`config.mk`:
```
export PLATFORM = sky130hd
export DESIGN_NAME = line_merge_unit
export DESIGN_NICKNAME = d
export VERILOG_FILES = /design/src/rtl/lmu_pkg.sv /design/src/rtl/lmu_byte_lane.sv /design/src/rtl/lmu_cover_check.sv /design/src/rtl/line_merge_unit.sv
export SDC_FILE = /design/constraint.sdc
export NUM_CORES = 1
export LEC_CHECK = 0
export ABC_AREA = 1
export BUFFER_PORTS_ARGS = -buffer_cell sky130_fd_sc_hd__buf_2
export CELL_PAD_IN_SITES_DETAIL_PLACEMENT = 1
export CELL_PAD_IN_SITES_GLOBAL_PLACEMENT = 1
export CORE_AREA = 3 3 665 667
export CTS_CLUSTER_SIZE = 16
export DETAILED_ROUTE_END_ITERATION = 10
export DIE_AREA = 0 0 668 670
export GPL_ROUTABILITY_DRIVEN = 0
export PLACE_DENSITY = 0.34
export SLEW_MARGIN = 15
export SYNTH_ARGS = -nofsm -noshare
export SYNTH_HDL_FRONTEND = slang
export SYNTH_SLANG_ARGS = --single-unit
```
`constraint.sdc`:
```
create_clock -name clk_i -period 1.4 [get_ports clk_i]
set_clock_uncertainty 0.15 [all_clocks]
set_input_delay 0.21 -clock clk_i [delete_from_list [all_inputs] [get_ports clk_i]]
set_output_delay 0.21 -clock clk_i [all_outputs]
set_load 0.02 [all_outputs]
```
`src/rtl/lmu_pkg.sv`:
```
package lmu_pkg;
  localparam int unsigned BYTE_W = 8;
endpackage

```
`src/rtl/lmu_byte_lane.sv`:
```
module lmu_byte_lane
  import lmu_pkg::*;
(
  input  logic              clk_i,
  input  logic              rst_ni,
  input  logic              alloc_i,
  input  logic              inval_i,
  input  logic              st_en_i,
  input  logic [BYTE_W-1:0] st_byte_i,
  input  logic              fl_en_i,
  input  logic [BYTE_W-1:0] fl_byte_i,
  output logic [BYTE_W-1:0] byte_o,
  output logic              wbit_o
);
  logic [BYTE_W-1:0] byte_q, byte_d;
  logic              wbit_q, wbit_d, base_w;

  always_comb begin
    base_w = alloc_i ? 1'b0 : wbit_q;
    byte_d = byte_q;
    wbit_d = base_w | st_en_i;
    if (inval_i) begin
      wbit_d = 1'b0;
    end else begin
      // fill first, store on top
      if (fl_en_i && !base_w) byte_d = fl_byte_i;
      if (st_en_i)            byte_d = st_byte_i;
    end
  end

  always_ff @(posedge clk_i or negedge rst_ni) begin
    if (!rst_ni) begin
      byte_q <= '0;
      wbit_q <= 1'b0;
    end else begin
      byte_q <= byte_d;
      wbit_q <= wbit_d;
    end
  end

  assign byte_o = byte_q;
  assign wbit_o = wbit_q;


  lane_store_wins_chk: assert property (@(posedge clk_i) disable iff (!rst_ni)
    (st_en_i && !inval_i) |=> (byte_o == $past(st_byte_i)));

  lane_fill_keep_chk: assert property (@(posedge clk_i) disable iff (!rst_ni)
    (fl_en_i && !st_en_i && wbit_o && !alloc_i && !inval_i) |=> $stable(byte_o));

  lane_inval_hold_chk: assert property (@(posedge clk_i) disable iff (!rst_ni)
    inval_i |=> ($stable(byte_o) && !wbit_o));
endmodule

```
`src/rtl/lmu_cover_check.sv`:
```
module lmu_cover_check #(
  parameter int unsigned LINE_BYTES = 64
) (
  input  logic [LINE_BYTES-1:0] load_be_i,
  input  logic [LINE_BYTES-1:0] wmask_i,
  output logic                  covered_o
);
  logic [LINE_BYTES-1:0] diff;
  assign diff      = load_be_i ^ wmask_i;
  assign covered_o = (diff == '0);
endmodule

```
`src/rtl/line_merge_unit.sv`:
```
module line_merge_unit
  import lmu_pkg::*;
#(
  parameter int unsigned LINE_BYTES = 64
) (
  input  logic                         clk_i,
  input  logic                         rst_ni,
  input  logic                         alloc_i,
  input  logic                         inval_i,
  input  logic                         store_i,
  input  logic [LINE_BYTES-1:0]        store_be_i,
  input  logic [LINE_BYTES*BYTE_W-1:0] store_data_i,
  input  logic                         fill_i,
  input  logic [LINE_BYTES*BYTE_W-1:0] fill_data_i,
  input  logic [LINE_BYTES-1:0]        load_be_i,
  output logic [LINE_BYTES*BYTE_W-1:0] line_data_o,
  output logic [LINE_BYTES-1:0]        wmask_o,
  output logic                         covered_o
);
  localparam int unsigned LINE_W = LINE_BYTES * BYTE_W;

  logic [LINE_W-1:0]     data_w;
  logic [LINE_BYTES-1:0] mask_w;

  for (genvar g = 0; g < LINE_BYTES; g++) begin : g_lane
    lmu_byte_lane u_lane (
      .clk_i     (clk_i),
      .rst_ni    (rst_ni),
      .alloc_i   (alloc_i),
      .inval_i   (inval_i),
      .st_en_i   (store_i & store_be_i[g]),
      .st_byte_i (store_data_i[g*BYTE_W +: BYTE_W]),
      .fl_en_i   (fill_i),
      .fl_byte_i (fill_data_i[g*BYTE_W +: BYTE_W]),
      .byte_o    (data_w[g*BYTE_W +: BYTE_W]),
      .wbit_o    (mask_w[g])
    );
  end

  lmu_cover_check #(.LINE_BYTES(LINE_BYTES)) u_cover (
    .load_be_i (load_be_i),
    .wmask_i   (mask_w),
    .covered_o (covered_o)
  );

  assign line_data_o = data_w;
  assign wmask_o     = mask_w;


  mask_grow_chk: assert property (@(posedge clk_i) disable iff (!rst_ni)
    (!alloc_i && !inval_i) |=> ((wmask_o & $past(wmask_o)) == $past(wmask_o)));

  mask_store_set_chk: assert property (@(posedge clk_i) disable iff (!rst_ni)
    (store_i && !inval_i) |=> ((wmask_o & $past(store_be_i)) == $past(store_be_i)));

  inval_clear_chk: assert property (@(posedge clk_i) disable iff (!rst_ni)
    inval_i |=> (wmask_o == '0));

  idle_hold_chk: assert property (@(posedge clk_i) disable iff (!rst_ni)
    (!alloc_i && !inval_i && !store_i && !fill_i) |=> ($stable(line_data_o) && $stable(wmask_o)));
endmodule

```
### Word-level counts from Yosys, hierarchy flattened

Index checks and enable logic that the tools add are counted.

| word-level totals | value |
|---|---|
| bits of input ports | 1,158 |
| flip-flop bits (word level) | 576 |
| output and inout port bits | 577 |
| logic and storage cells | 771 |

| operators by class | value |
|---|---|
| reduce and logical (&&, ||, !) cells | 257 |
| mux-type cells | 256 |
| bitwise logic cells | 130 |

Operator list:

| kind | count |
|---|---|
| $mux W8 | 128 |
| $mux W1 | 128 |
| $reduce_and A2 Y1 | 64 |
| $reduce_bool A2 Y1 | 64 |
| $and A1 B1 Y1 | 64 |
| $logic_and A1 B1 Y1 | 64 |
| $logic_not A1 Y1 | 64 |
| $logic_not A64 Y1 | 1 |
| $or A1 B1 Y1 | 64 |
| $xor A64 B64 Y64 | 1 |
| $not A1 Y1 | 1 |

### Depth between registers and ports, before layout

Gate-level depths: netlist (run 1).

| logic depth | value |
|---|---|
| depth after elaboration | 5 |
| mapped depth | 9 |
| gate-level depth less buffers | 9 |

### By module

From an unflattened synthesis (run 1), not the netlist that was laid out.

| unflattened totals | value |
|---|---|
| cell total of the unflattened synthesis | 4,526 |
| area, all modules | 37,250.7 µm² |

Modules (own cells, without submodules):

| module | seq. area each (µm²) | instances | area each (µm²) | cells each |
|---|---|---|---|---|
| lmu_byte_lane | 225.2 | 64 | 559.3 | 66 |
| lmu_cover_check | 0.0 | 1 | 897.1 | 167 |
| line_merge_unit | 0.0 | 1 | 559.3 | 135 |

### Least setup slack after synthesis (run 1)

Ideal clock, no wire load.

| timing | value |
|---|---|
| path type | register to output |
| start | reg g_lane[61].u_lane.wbit_q |
| end | out covered_o |
| stages on the path, launching flop included | 8 |
| path buffers | 0 |
| data required time | 1.040 ns |
| setup slack | -0.108 ns |
| data arrival time | 1.148 ns |
| cell sequence | dfrtp_1 -> xnor2_1 -> nand2_1 -> nor2_1 -> nand2_1 -> nor2_1 -> nand2_1 -> nor2_1 |

| on the way | value |
|---|---|
| longest elaborated chain between the ends | 2 |

Ends and longest elaborated chain:

| element | RTL line | text |
|---|---|---|
| start: declaration | lmu_byte_lane.sv:16 | `logic wbit_q, wbit_d, base_w;` |
| start signal: assignment | lmu_byte_lane.sv:37 | `wbit_q <= wbit_d;` |
| $xor A64 B64 Y64 | lmu_cover_check.sv:9 | `assign diff = load_be_i ^ wmask_i;` |
| $logic_not A64 Y1 | lmu_cover_check.sv:10 | `assign covered_o = (diff == '0);` |
| end: declaration | line_merge_unit.sv:18 | `output logic covered_o` |

No other way between the ends.

### Final worst setup path (run 1)

| timing | value |
|---|---|
| start | reg g_lane[54].u_lane.wbit_q |
| end | out covered_o |

| on the way | value |
|---|---|
| longest elaborated chain between the ends | 2 |

Ends and longest elaborated chain:

| element | RTL line |
|---|---|
| start: declaration | lmu_byte_lane.sv:16 |
| start signal: assignment | lmu_byte_lane.sv:37 |
| $xor A64 B64 Y64 | lmu_cover_check.sv:9 |
| $logic_not A64 Y1 | lmu_cover_check.sv:10 |

No other way between the ends.

==> impl_metrics.csv, run 1 <==
group,metric,value,unit
synthesis,synthesis.nets,4671,
place,place_hpwl,330000,µm
die,fp-row-count,243,
synthesis,synth_top_area_cell,"dfrtp_1",
critical_path,critical_path.top_delay_family,"simple AND/OR/NAND/NOR gates",
global_routing,grt_max_degree,59,
critical_path,slowest_stage,"dfrtp_1",
timing,rsz0062_at_grt,"true",
die,die_x,668,µm
critical_path,reg2reg_depth,10,
min_path,min_path_type,"input port to async pin",
critical_path,path_cells,"xnor2_2 > nand2_1 > nor2_1 > nand2_1 > buf_12 > nor2_4 > nand2_4 > nor2_4 > buf_8",
timing,max_slew.worst_pin.slew,799,ps
timing,fmax,365,MHz
timing,max-slew-margin-rel,0.467,
clock_tree,clkSinkCount,576,
global_routing,grt_pass1_wl,490000,µm
route,drt_iter0_drc,2769,
timing,setup_viol,1117,
run,drv_cap,0,
global_routing,gr-usage-met2,0.290,
clock_tree,cts_tree,"yes",
synthesis,syn_inst,3513,
synthesis,ys_types,17,
critical_path,crit_fanout,2,
global_routing,gr-max-usage-layer,"met2",
route,postRouteAntennaNets,0,
route,vias_per_cell,3.37,
timing,fin_crit,2740,ps
place,port-buffer-count,1734,
critical_path,arrival,2380,ps
synthesis,syn_area,0.0296,mm²
synthesis,syn_avg_cell_area,8.43,µm²
die,dieHeight,670,µm
die,io_pins,1735,
final_layout,fin_nets,8667,
route,drc,0,
power,finalPower,0.0753,W
route,routed_wl,382000,µm
die,die-area,0.448,mm²
timing,finalCritPeriodShare,1.96,
synthesis,yosysWarnings,0,
critical_path,cp-startpoint,"g_lane[54].u_lane.wbit_o",
critical_path,required,1040,ps
critical_path,cp.depth,9,
global_routing,gr-total-overflow,0,
clock_tree,clockBufferDepth,4,
synthesis,ys_ff_latch,576,
route,via_count,45400,
critical_path,endpoint_kind,"output pin",
die,start_util,0.0677,
route,wire_per_inst,28.4,µm
place,dp_slack,-1040,ps
clock_tree,path_clk_slew,60,ps
critical_path,max_stage_delay,420,ps
global_routing,grt_use_total,0.164,
synthesis,yosysSeqAreaShare,0.487,
clock_tree,cts_root_buffer,"clkbuf_16",
final_layout,drive_gt1_frac,0.383,
timing,hold_viol_final,0,
global_routing,antenna_found_initial,298,
synthesis,synth_area_leaders,"dfrtp_1, a31oi_1, nand3_1, nand2_1, nor2_1",
final_layout,fillers,51500,
global_routing,met3_usage,0.0468,
power,irDropWorstVdd,772,µV
timing,setup-tns-final,-326960,ps
final_layout,syn2layout_area_growth,158,%
timing,worst_slack,-1340,ps
clock_tree,htree_levels,3,
critical_path,timing.rr.start,"g_lane[59].u_lane.wbit_o",
global_routing,grt_pass1_vias,49200,
route,drt_pre_antenna_iters,7,
final_layout,seq_area,0.0144,mm²
critical_path,start_kind,"register",
power,p_leak,32.4,nW
final_layout,multi_input_area,0.0133,mm²
outcome,status,"finished, violations left",
critical_path,path_class,"register to output pin",
synthesis,synth_top_area_frac,0.487,
die,core_area,0.437,mm²
power,cellPowerDensity,988,mW/mm²
global_routing,grtUsageMet1,0.188,
clock_tree,numCtsBuffers,92,
clock_tree,clkLatencyLatePin,830,ps
timing,maxSlewViolCount,0,
outcome,violations,"setup timing",
final_layout,final_core_util,0.174,
critical_path,critPathBufInv,2,
[cell usage in the layout, fill, tap and decap left out, drive strengths merged]
| master | synthesis | layout |
|---|---|---|
| buf | 217 | 2475 |
| dlygate4sd3 | 0 | 1702 |
| nand2 | 712 | 712 |
| nor2 | 597 | 597 |
| dfrtp | 576 | 576 |
| nand3 | 512 | 512 |
| a31oi | 512 | 512 |
| diode | 0 | 142 |
| inv | 138 | 139 |
| clkbuf | 67 | 136 |
| a21oi | 128 | 128 |
| xnor2 | 54 | 54 |
| clkinv | 0 | 14 |
| bufinv | 0 | 10 |
| clkinvlp | 0 | 4 |
| dlymetal6s4s | 0 | 3 |
[worst reg2reg max path, delay by kind of cell (launching register included)]
| kind | cells | cell delay (ps) |
|---|---|---|
| buffers and inverters | 6 | 720 |
| AOI/OAI and AO/OA | 2 | 290 |
| and+or+nand+nor | 2 | 90 |
| DFF | 1 | 420 |
[synth_stat cells]
cell      number
a21oi_1       64
buf_8          6
clkbuf_2       1
nor2_1       597
inv_1        138
clkbuf_1      66
dfrtp_1      576
a31oi_1      512
nand3_1      512
xnor2_1       54
a21oi_4       63
buf_2         67
nand2_1      649
buf_4         79
buf_6         65
a21oi_2        1
nand2_2       63
[state kept, by name, summed over array words and instances (netlist names)]
register              count
g_lane.u_lane.wbit_o     64
g_lane.u_lane.byte_o    512
[where the power goes]
group	leakage, nW	internal (W)	switching (W)
Clock	1.50	0.0149	0.00997
Sequential	6.54	0.0192	0.00234
Combinational	24.3	0.0140	0.0149
[cells by family (layout without fill, tap and decap cells)]
group                  count (synthesis)  count (layout)  synth area share
AO/OA/AOI/OAI                        640             640             0.154
flip-flops                           576             576             0.487
XOR/XNOR                              54              54            0.0160
AND/OR/NAND/NOR                     1821            1821             0.258
other                                  0             142                 0
buffers and inverters                422            4483            0.0852
[layout make-up]
cell class	instances	share of cell area
multi-input cells	2515	0.174
clock buffers	130	0.0347
repair buffers	4186	0.490
well taps	5757	0.0945
diodes	142	0.00466
clock inverters	29	0.00556
flip-flops and latches	576	0.189
inverters	138	0.00696
[metal layers]
metal	vias up	routed length (µm)
met5	-	932
met4	140	14100
met2	1947	188000
met1	22500	150000
li1	20100	-
met3	636	28200
[timing repair]
item                                   in CTS  in global routing
gates cloned                                2                  6
hold buffers                             1705                  5
setup buffers                             171                 32
pin swaps                                  34                 33
gates resized for setup                  1313                199
endpoints found under the hold margin    1151                 32
setup endpoints to repair                1103               1685
[path summary, 6_finish.rpt]
check                                              end  slack (ps)
max                                          covered_o       -1340
min                           g_lane[60].u_lane.wbit_o          50
max reg2reg                g_lane[59].u_lane.byte_o[7]        -450
min reg2reg                g_lane[44].u_lane.byte_o[4]         420
max in group asynchronous  g_lane[35].u_lane.byte_o[7]        -190
min in group clk_i         g_lane[50].u_lane.byte_o[6]         100
[per-stage QoR]
stage | hold WS (ps) | std cells | instance area [µm²]
after floorplan | -236 | 3513 | 29700
after global placement | 109 | 11300 | 49500
after detailed placement | 105 | 11300 | 49500
after CTS | 0.509 | 13300 | 75000
after global routing | 51.0 | 13400 | 76100
final | 54.4 | 13500 | 76200
(Power assumes the default switching activity.)
==> run 2, diff against run 1 <==
--- a/config.mk
+++ b/config.mk
@@ -6,14 +6,13 @@
 export NUM_CORES = 1
 export LEC_CHECK = 0
-export ABC_AREA = 1
 export BUFFER_PORTS_ARGS = -buffer_cell sky130_fd_sc_hd__buf_2
 export CELL_PAD_IN_SITES_DETAIL_PLACEMENT = 1
 export CELL_PAD_IN_SITES_GLOBAL_PLACEMENT = 1
-export CORE_AREA = 3 3 665 667
+export CORE_AREA = 3 3 684 686
 export CTS_CLUSTER_SIZE = 16
 export DETAILED_ROUTE_END_ITERATION = 10
-export DIE_AREA = 0 0 668 670
+export DIE_AREA = 0 0 687 689
 export GPL_ROUTABILITY_DRIVEN = 0
-export PLACE_DENSITY = 0.34
+export PLACE_DENSITY = 0.31
 export SLEW_MARGIN = 15
 export SYNTH_ARGS = -nofsm -noshare
--- a/constraint.sdc
+++ b/constraint.sdc
@@ -3,3 +3,3 @@
 set_input_delay 0.21 -clock clk_i [delete_from_list [all_inputs] [get_ports clk_i]]
 set_output_delay 0.21 -clock clk_i [all_outputs]
-set_load 0.02 [all_outputs]
+set_load 0.005 [all_outputs]
==> impl_metrics.csv, run 2 <==
group,metric,value,unit
place,dpl_cell_area,0.0512,mm²
clock_tree,clockBufferDepth,4,
clock_tree,htree_levels,3,
timing,max-slew-margin-rel,0.431,
power,p_leak,29.1,nW
route,wire_per_inst,31.4,µm
global_routing,grt_max_degree,47,
global_routing,grt_use_total,0.151,
synthesis,ys_types,16,
synthesis,synth_top_area_frac,0.485,
route,postRouteAntennaNets,0,
power,finalPower,0.0684,W
critical_path,endpoint_kind,"output pin",
power,switching_share,0.327,
clock_tree,numCtsBuffers,98,
route,routed_wl,373000,µm
critical_path,path_common_cell,"buf_4",
clock_tree,path_clk_slew,60,ps
timing,fin_crit,3650,ps
die,start_util,0.0643,
synthesis,syn_inst,2104,
critical_path,crit_fanout,2,
critical_path,slowest_stage,"nor4_4",
power,cellPowerDensity,1010,mW/mm²
clock_tree,clkLatencyLatePin,840,ps
power,p_sw,0.0223,W
die,die-area,0.473,mm²
global_routing,grt_pass1_wl,454000,µm
route,drc,0,
timing,max_slew.worst_pin.slew,851,ps
timing,rsz0062_at_grt,"true",
synthesis,syn_area,0.0297,mm²
clock_tree,cts_root_buffer,"clkbuf_16",
timing,finalCritPeriodShare,2.61,
final_layout,syn2layout_area_growth,129,%
die,io_pins,1735,
final_layout,final_cell_mix,"buf_2, dlygate4sd3_1, mux2_2",
outcome,status,"finished, violations left",
critical_path,arrival,3290,ps
critical_path,path_class,"register to output pin",
global_routing,antenna_found_initial,451,
synthesis,synth_top_area_cell,"dfrtp_1",
power,p_clk_frac,0.376,
timing,hold-worst-slack,-251,ps
synthesis,synth_edf_count,0,
synthesis,yosysMostFrequentCell,"mux2_2",
synthesis,synth_area_leaders,"dfrtp_1, mux2_2, a21oi_4, xor2_1, buf_4",
synthesis,synthFlopType,"dfrtp_1",
power,irDropWorstVdd,765,µV
synthesis,yosysSeqAreaShare,0.485,
global_routing,grt_pass1_vias,37300,
power,intPower,0.0460,W
route,drt_iter0_drc,1461,
critical_path,required,1040,ps
final_layout,fin_nets,6547,
final_layout,largest_register_ff_count,512,
power,p_comb_frac,0.313,
synthesis,synthTopCellsByCount,"mux2_2, dfrtp_1, buf_4",
synthesis,ys_ff_latch,576,
synthesis,syn_avg_cell_area,14.1,µm²
final_layout,drive_gt1_frac,0.644,
route,via_count,34400,
synthesis,async_flop_share,1.00,
final_layout,fin_area,0.0680,mm²
timing,hold_viol_final,47,
die,core_area,0.463,mm²
clock_tree,clkSinkCount,576,
place,place_hpwl,335000,µm
power,power_frac_seq,0.312,
timing,setup_viol,1328,
place,port-buffer-count,1734,
run,drv_cap,0,
synthesis,synthesis.nets,3262,
timing,maxSlewViolCount,0,
die,fp-row-count,250,
critical_path,max_stage_delay,590,ps
final_layout,final_core_util,0.147,
timing,fmax,274,MHz
global_routing,gr-total-overflow,0,
die,dieHeight,689,µm
synthesis,yosysWarnings,0,
critical_path,start_kind,"register",
outcome,violations,"hold timing, setup timing",
route,vias_per_cell,2.89,
timing,worst_slack,-2250,ps
final_layout,final_common_cell,"buf_2",
critical_path,path_cells,"xor2_1 > buf_12 > nor4_2 > buf_4 > nand4_1 > buf_4 > nor4_4 > buf_2",
die,die_x,687,µm
min_path,min_path_type,"input port to register",
clock_tree,cts_tree,"yes",
timing,setup-tns-final,-444030,ps
route,drt_pre_antenna_iters,5,
[run 2: changes by cell type in the layout (fill, tap and decap cells not counted), sizes merged, moves of 64 or more]
| cell | change |
|---|---|
| nand3 | -512 |
| a31oi | -512 |
| xor2 | +64 |
| nand2 | -584 |
| dlygate4sd3 | -570 |
| nand2b | +64 |
| mux2 | +1024 |
| buf | -325 |
| inv | -138 |
| diode | +97 |
| nor2 | -597 |
[run 2: through the flow]
step           setup slack, ps  std cells
6_report                 -2250      11900
5_1_grt                  -2520      11800
4_1_cts                  -2610      11600
3_5_place_dp             -1950      10300
3_3_place_gp             -2180      10300
2_1_floorplan             -159       2104
[run 2: final cells by class]
class	instances	area [µm²]
Antenna cell	239	598
Timing Repair Buffer	3284	26200
Tap cell	6174	7720
Multi-Input combinational cell	1429	15800
Sequential cell	576	14400
Fill cell	53400	395000
Clock buffer	135	2770
Clock inverter	35	469
[run 2: metal layers]
layer / up-vias / GRT usage / wire length (µm)
met5: - / 0 / 1200
met1: 17000 / 0.166 / 142000
met2: 1837 / 0.264 / 183000
met3: 876 / 0.0576 / 32300
li1: 14500 / - / -
met4: 182 / 0.0546 / 14500
[run 2: worst max-delay path, delay by kind of cell, from the launching register on]
family	cells	cell delay [ps]
XOR/XNOR	1	250
buffers and inverters	4	860
flip-flops	1	400
AND/OR/NAND/NOR	3	930
[run 2: path summary, 6_finish.rpt]
kind,start,end,slack [ps],depth (start not counted)
hold reg to reg,g_lane[16].u_lane.byte_o[1],g_lane[16].u_lane.byte_o[1],350,1
min in group asynchronous,rst_ni,g_lane[50].u_lane.byte_o[6],80,4
setup / recovery,g_lane[12].u_lane.wbit_o,covered_o,-2250,8
setup reg to reg,g_lane[50].u_lane.wbit_o,g_lane[50].u_lane.byte_o[7],-470,8
max in group asynchronous,rst_ni,g_lane[15].u_lane.byte_o[6],-190,5
hold / removal,alloc_i,g_lane[53].u_lane.wbit_o,-250,4
[run 2: repair_timing]
| item | CTS | global route |
|---|---|---|
| pin swaps | 5 | 14 |
| hold buffers | 1132 | 6 |
| resized for setup | 264 | 147 |
| buffers inserted | 12 | 42 |
| hold endpoints to repair | 1152 | 100 |
| endpoints found under the setup margin | 1096 | 1701 |
[run 2: cell families after synthesis]
family | share of synthesized area
AOI/OAI and AO/OA | 0.0450
xor gates and xnor gates | 0.0188
buffers and inverters | 0.0246
DFF | 0.485
muxes | 0.388
and+or+nand+nor | 0.0394
[run 2: power groups by stage]
stage | Combinational, W | Sequential, W | Clock (W)
after CTS | 0.0218 | 0.0213 | 0.0271
after floorplan | 0.00565 | 0.0214 | 0
final | 0.0214 | 0.0213 | 0.0257
after global placement | 0.0175 | 0.0214 | 0
after detailed placement | 0.0176 | 0.0215 | 0
after global routing | 0.0227 | 0.0217 | 0.0275
==> run 3, diff against run 2 <==
Settings changed: CORE_AREA 3 3 684 686 to 3 3 682 684, DIE_AREA 0 0 687 689 to 0 0 685 687.
Clock period 1.4 ns to 4.66 ns, I/O delays scaled along.
==> impl_metrics.csv, run 3 (same netlist as run 2, synthesis figures left out) <==
group,metric,value,unit
clock_tree,clkSinkCount,576,
global_routing,grt_max_degree,85,
timing,max_slew.worst_pin.slew,980,ps
place,place_hpwl,328000,µm
power,cellPowerDensity,358,mW/mm²
clock_tree,numCtsBuffers,97,
timing,setup-tns-final,0,ps
critical_path,reg2reg_depth,4,
route,routed_wl,366000,µm
final_layout,fin_nets,5358,
timing,fin_crit,4080,ps
critical_path,start_kind,"register",
final_layout,fin_area,0.0528,mm²
route,drt_iter0_drc,1713,
route,vias_per_cell,2.82,
route,wl_met3,42300,µm
die,die_x,685,µm
global_routing,antenna_found_initial,510,
die,io_pins,1735,
min_path,holdPathStages,3,
critical_path,r2r_setup_slack,2210,ps
route,met1_length,133000,µm
route,drt_pre_antenna_iters,7,
timing,max-slew-margin-rel,0.345,
critical_path,path_class,"register to output pin",
route,drc,0,
timing,hold_viol_final,0,
clock_tree,post_cts_resize_count,0,
min_path,min_from,"store_data_i[190]",
place,dpl_cell_area,0.0462,mm²
route,wire_per_inst,34.4,µm
min_path,min_to,"g_lane[23].u_lane.byte_o[6]",
clock_tree,clockBufferDepth,4,
clock_tree,clkLatencyLatePin,820,ps
critical_path,required,3810,ps
clock_tree,cts_tree,"yes",
route,wl_met2,175000,µm
outcome,status,"complete, no violations",
run,drv_cap,0,
min_path,min_path_type,"input port to register",
final_layout,largest_register_ff_count,512,
timing,finalCritPeriodShare,0.876,
die,dieHeight,687,µm
die,start_util,0.0647,
route,via_count,30000,
route,top_layer,"met5",
clock_tree,cts_setup_buffers,0,
final_layout,syn2layout_area_growth,77.6,%
global_routing,grt_pass1_vias,31000,
clock_tree,htree_levels,3,
critical_path,crit_fanout,3,
final_layout,seq_area,0.0144,mm²
global_routing,gr-total-overflow,0,
critical_path,timing.rr.end,"g_lane[4].u_lane.byte_o[6]",
power,p_leak,22.1,nW
die,die-area,0.471,mm²
place,port-buffer-count,1734,
timing,rsz0062_at_grt,"false",
timing,setup_viol,0,
final_layout,drive_gt1_frac,0.729,
final_layout,final_cell_mix,"buf_2, mux2_2, dfrtp_1",
power,irDropWorstVdd,229,µV
route,postRouteAntennaNets,0,
clock_tree,cts_root_buffer,"clkbuf_16",
final_layout,multi_input_area,0.0147,mm²
global_routing,grt_pass1_wl,437000,µm
timing,fmax,245,MHz
final_layout,final_common_cell,"buf_2",
clock_tree,path_clk_slew,60,ps
critical_path,arrival,3230,ps
die,core_area,0.460,mm²
critical_path,endpoint_kind,"output pin",
critical_path,timing.rr.start,"g_lane[4].u_lane.wbit_o",
die,fp-row-count,249,
final_layout,fillers,53700,
global_routing,grt_use_total,0.150,
timing,maxSlewViolCount,0,
[run 3: cell count changes in the layout (fill, tap and decap cells not counted), sizes merged]
cell | before | now
dlymetal6s4s | 1 | 0
bufinv | 9 | 10
buf | 2150 | 1802
dlygate4sd3 | 1132 | 293
clkinvlp | 7 | 6
clkinv | 18 | 10
inv | 1 | 6
diode | 239 | 216
[run 3: area by class of cell]
type,count,share of cell area
antenna,216,0.0102
clock buffer,135,0.0513
clock inverter,32,0.00884
multi-input combinational,1429,0.278
sequential,576,0.273
tap,6149,0.146
timing repair buffer,2096,0.233
[run 3: routing by layer]
metal / up-vias / GRT usage
met1: 14800 / 0.155
met4: 214 / 0.0430
li1: 12100 / -
met5: - / 0
met3: 979 / 0.0830
met2: 1925 / 0.258
[run 3: worst max-delay path, cell delays in order, from the launching register on]
cell and delay (ps):
dfrtp_1 450, xor2_1 280, nor4_1 610, nand4_1 460
nor4_2 270, buf_4 220, buf_2 130
[run 3: through the flow]
stage                     total power (W)  utilization  worst slack, ps  cells  hold WS, ps
after floorplan                   0.00801            -             2290   2104          253
after global placement             0.0112        0.100             -570   9956          319
after detailed placement           0.0113        0.100              733   9957          330
after CTS                          0.0196        0.114              147  10400       0.0201
after global routing               0.0199        0.114              224  10500         38.8
final                              0.0189        0.115              578  10600          107
[run 3: worst max-delay path by stage]
stage | start | depth (start not counted) | end | slack [ps]
floorplan | load_be_i[10] | 4 | covered_o | 2290
global placement | load_be_i[51] | 6 | covered_o | -570
detailed placement | load_be_i[51] | 7 | covered_o | 730
CTS | g_lane[30].u_lane.wbit_o | 6 | covered_o | 150
global route | g_lane[30].u_lane.wbit_o | 6 | covered_o | 220
finish | g_lane[30].u_lane.wbit_o | 6 | covered_o | 580
[run 3: repair_timing]
item	CTS	global route
endpoints found under the hold margin	261	0
setup endpoints to repair	0	0
hold buffers	293	0
[run 3: where the power goes]
part / switching [W] / internal [W]
sequential: 0.000530 / 0.00586
clock: 0.00307 / 0.00459
combinational: 0.00262 / 0.00224
total: 0.00621 / 0.0127
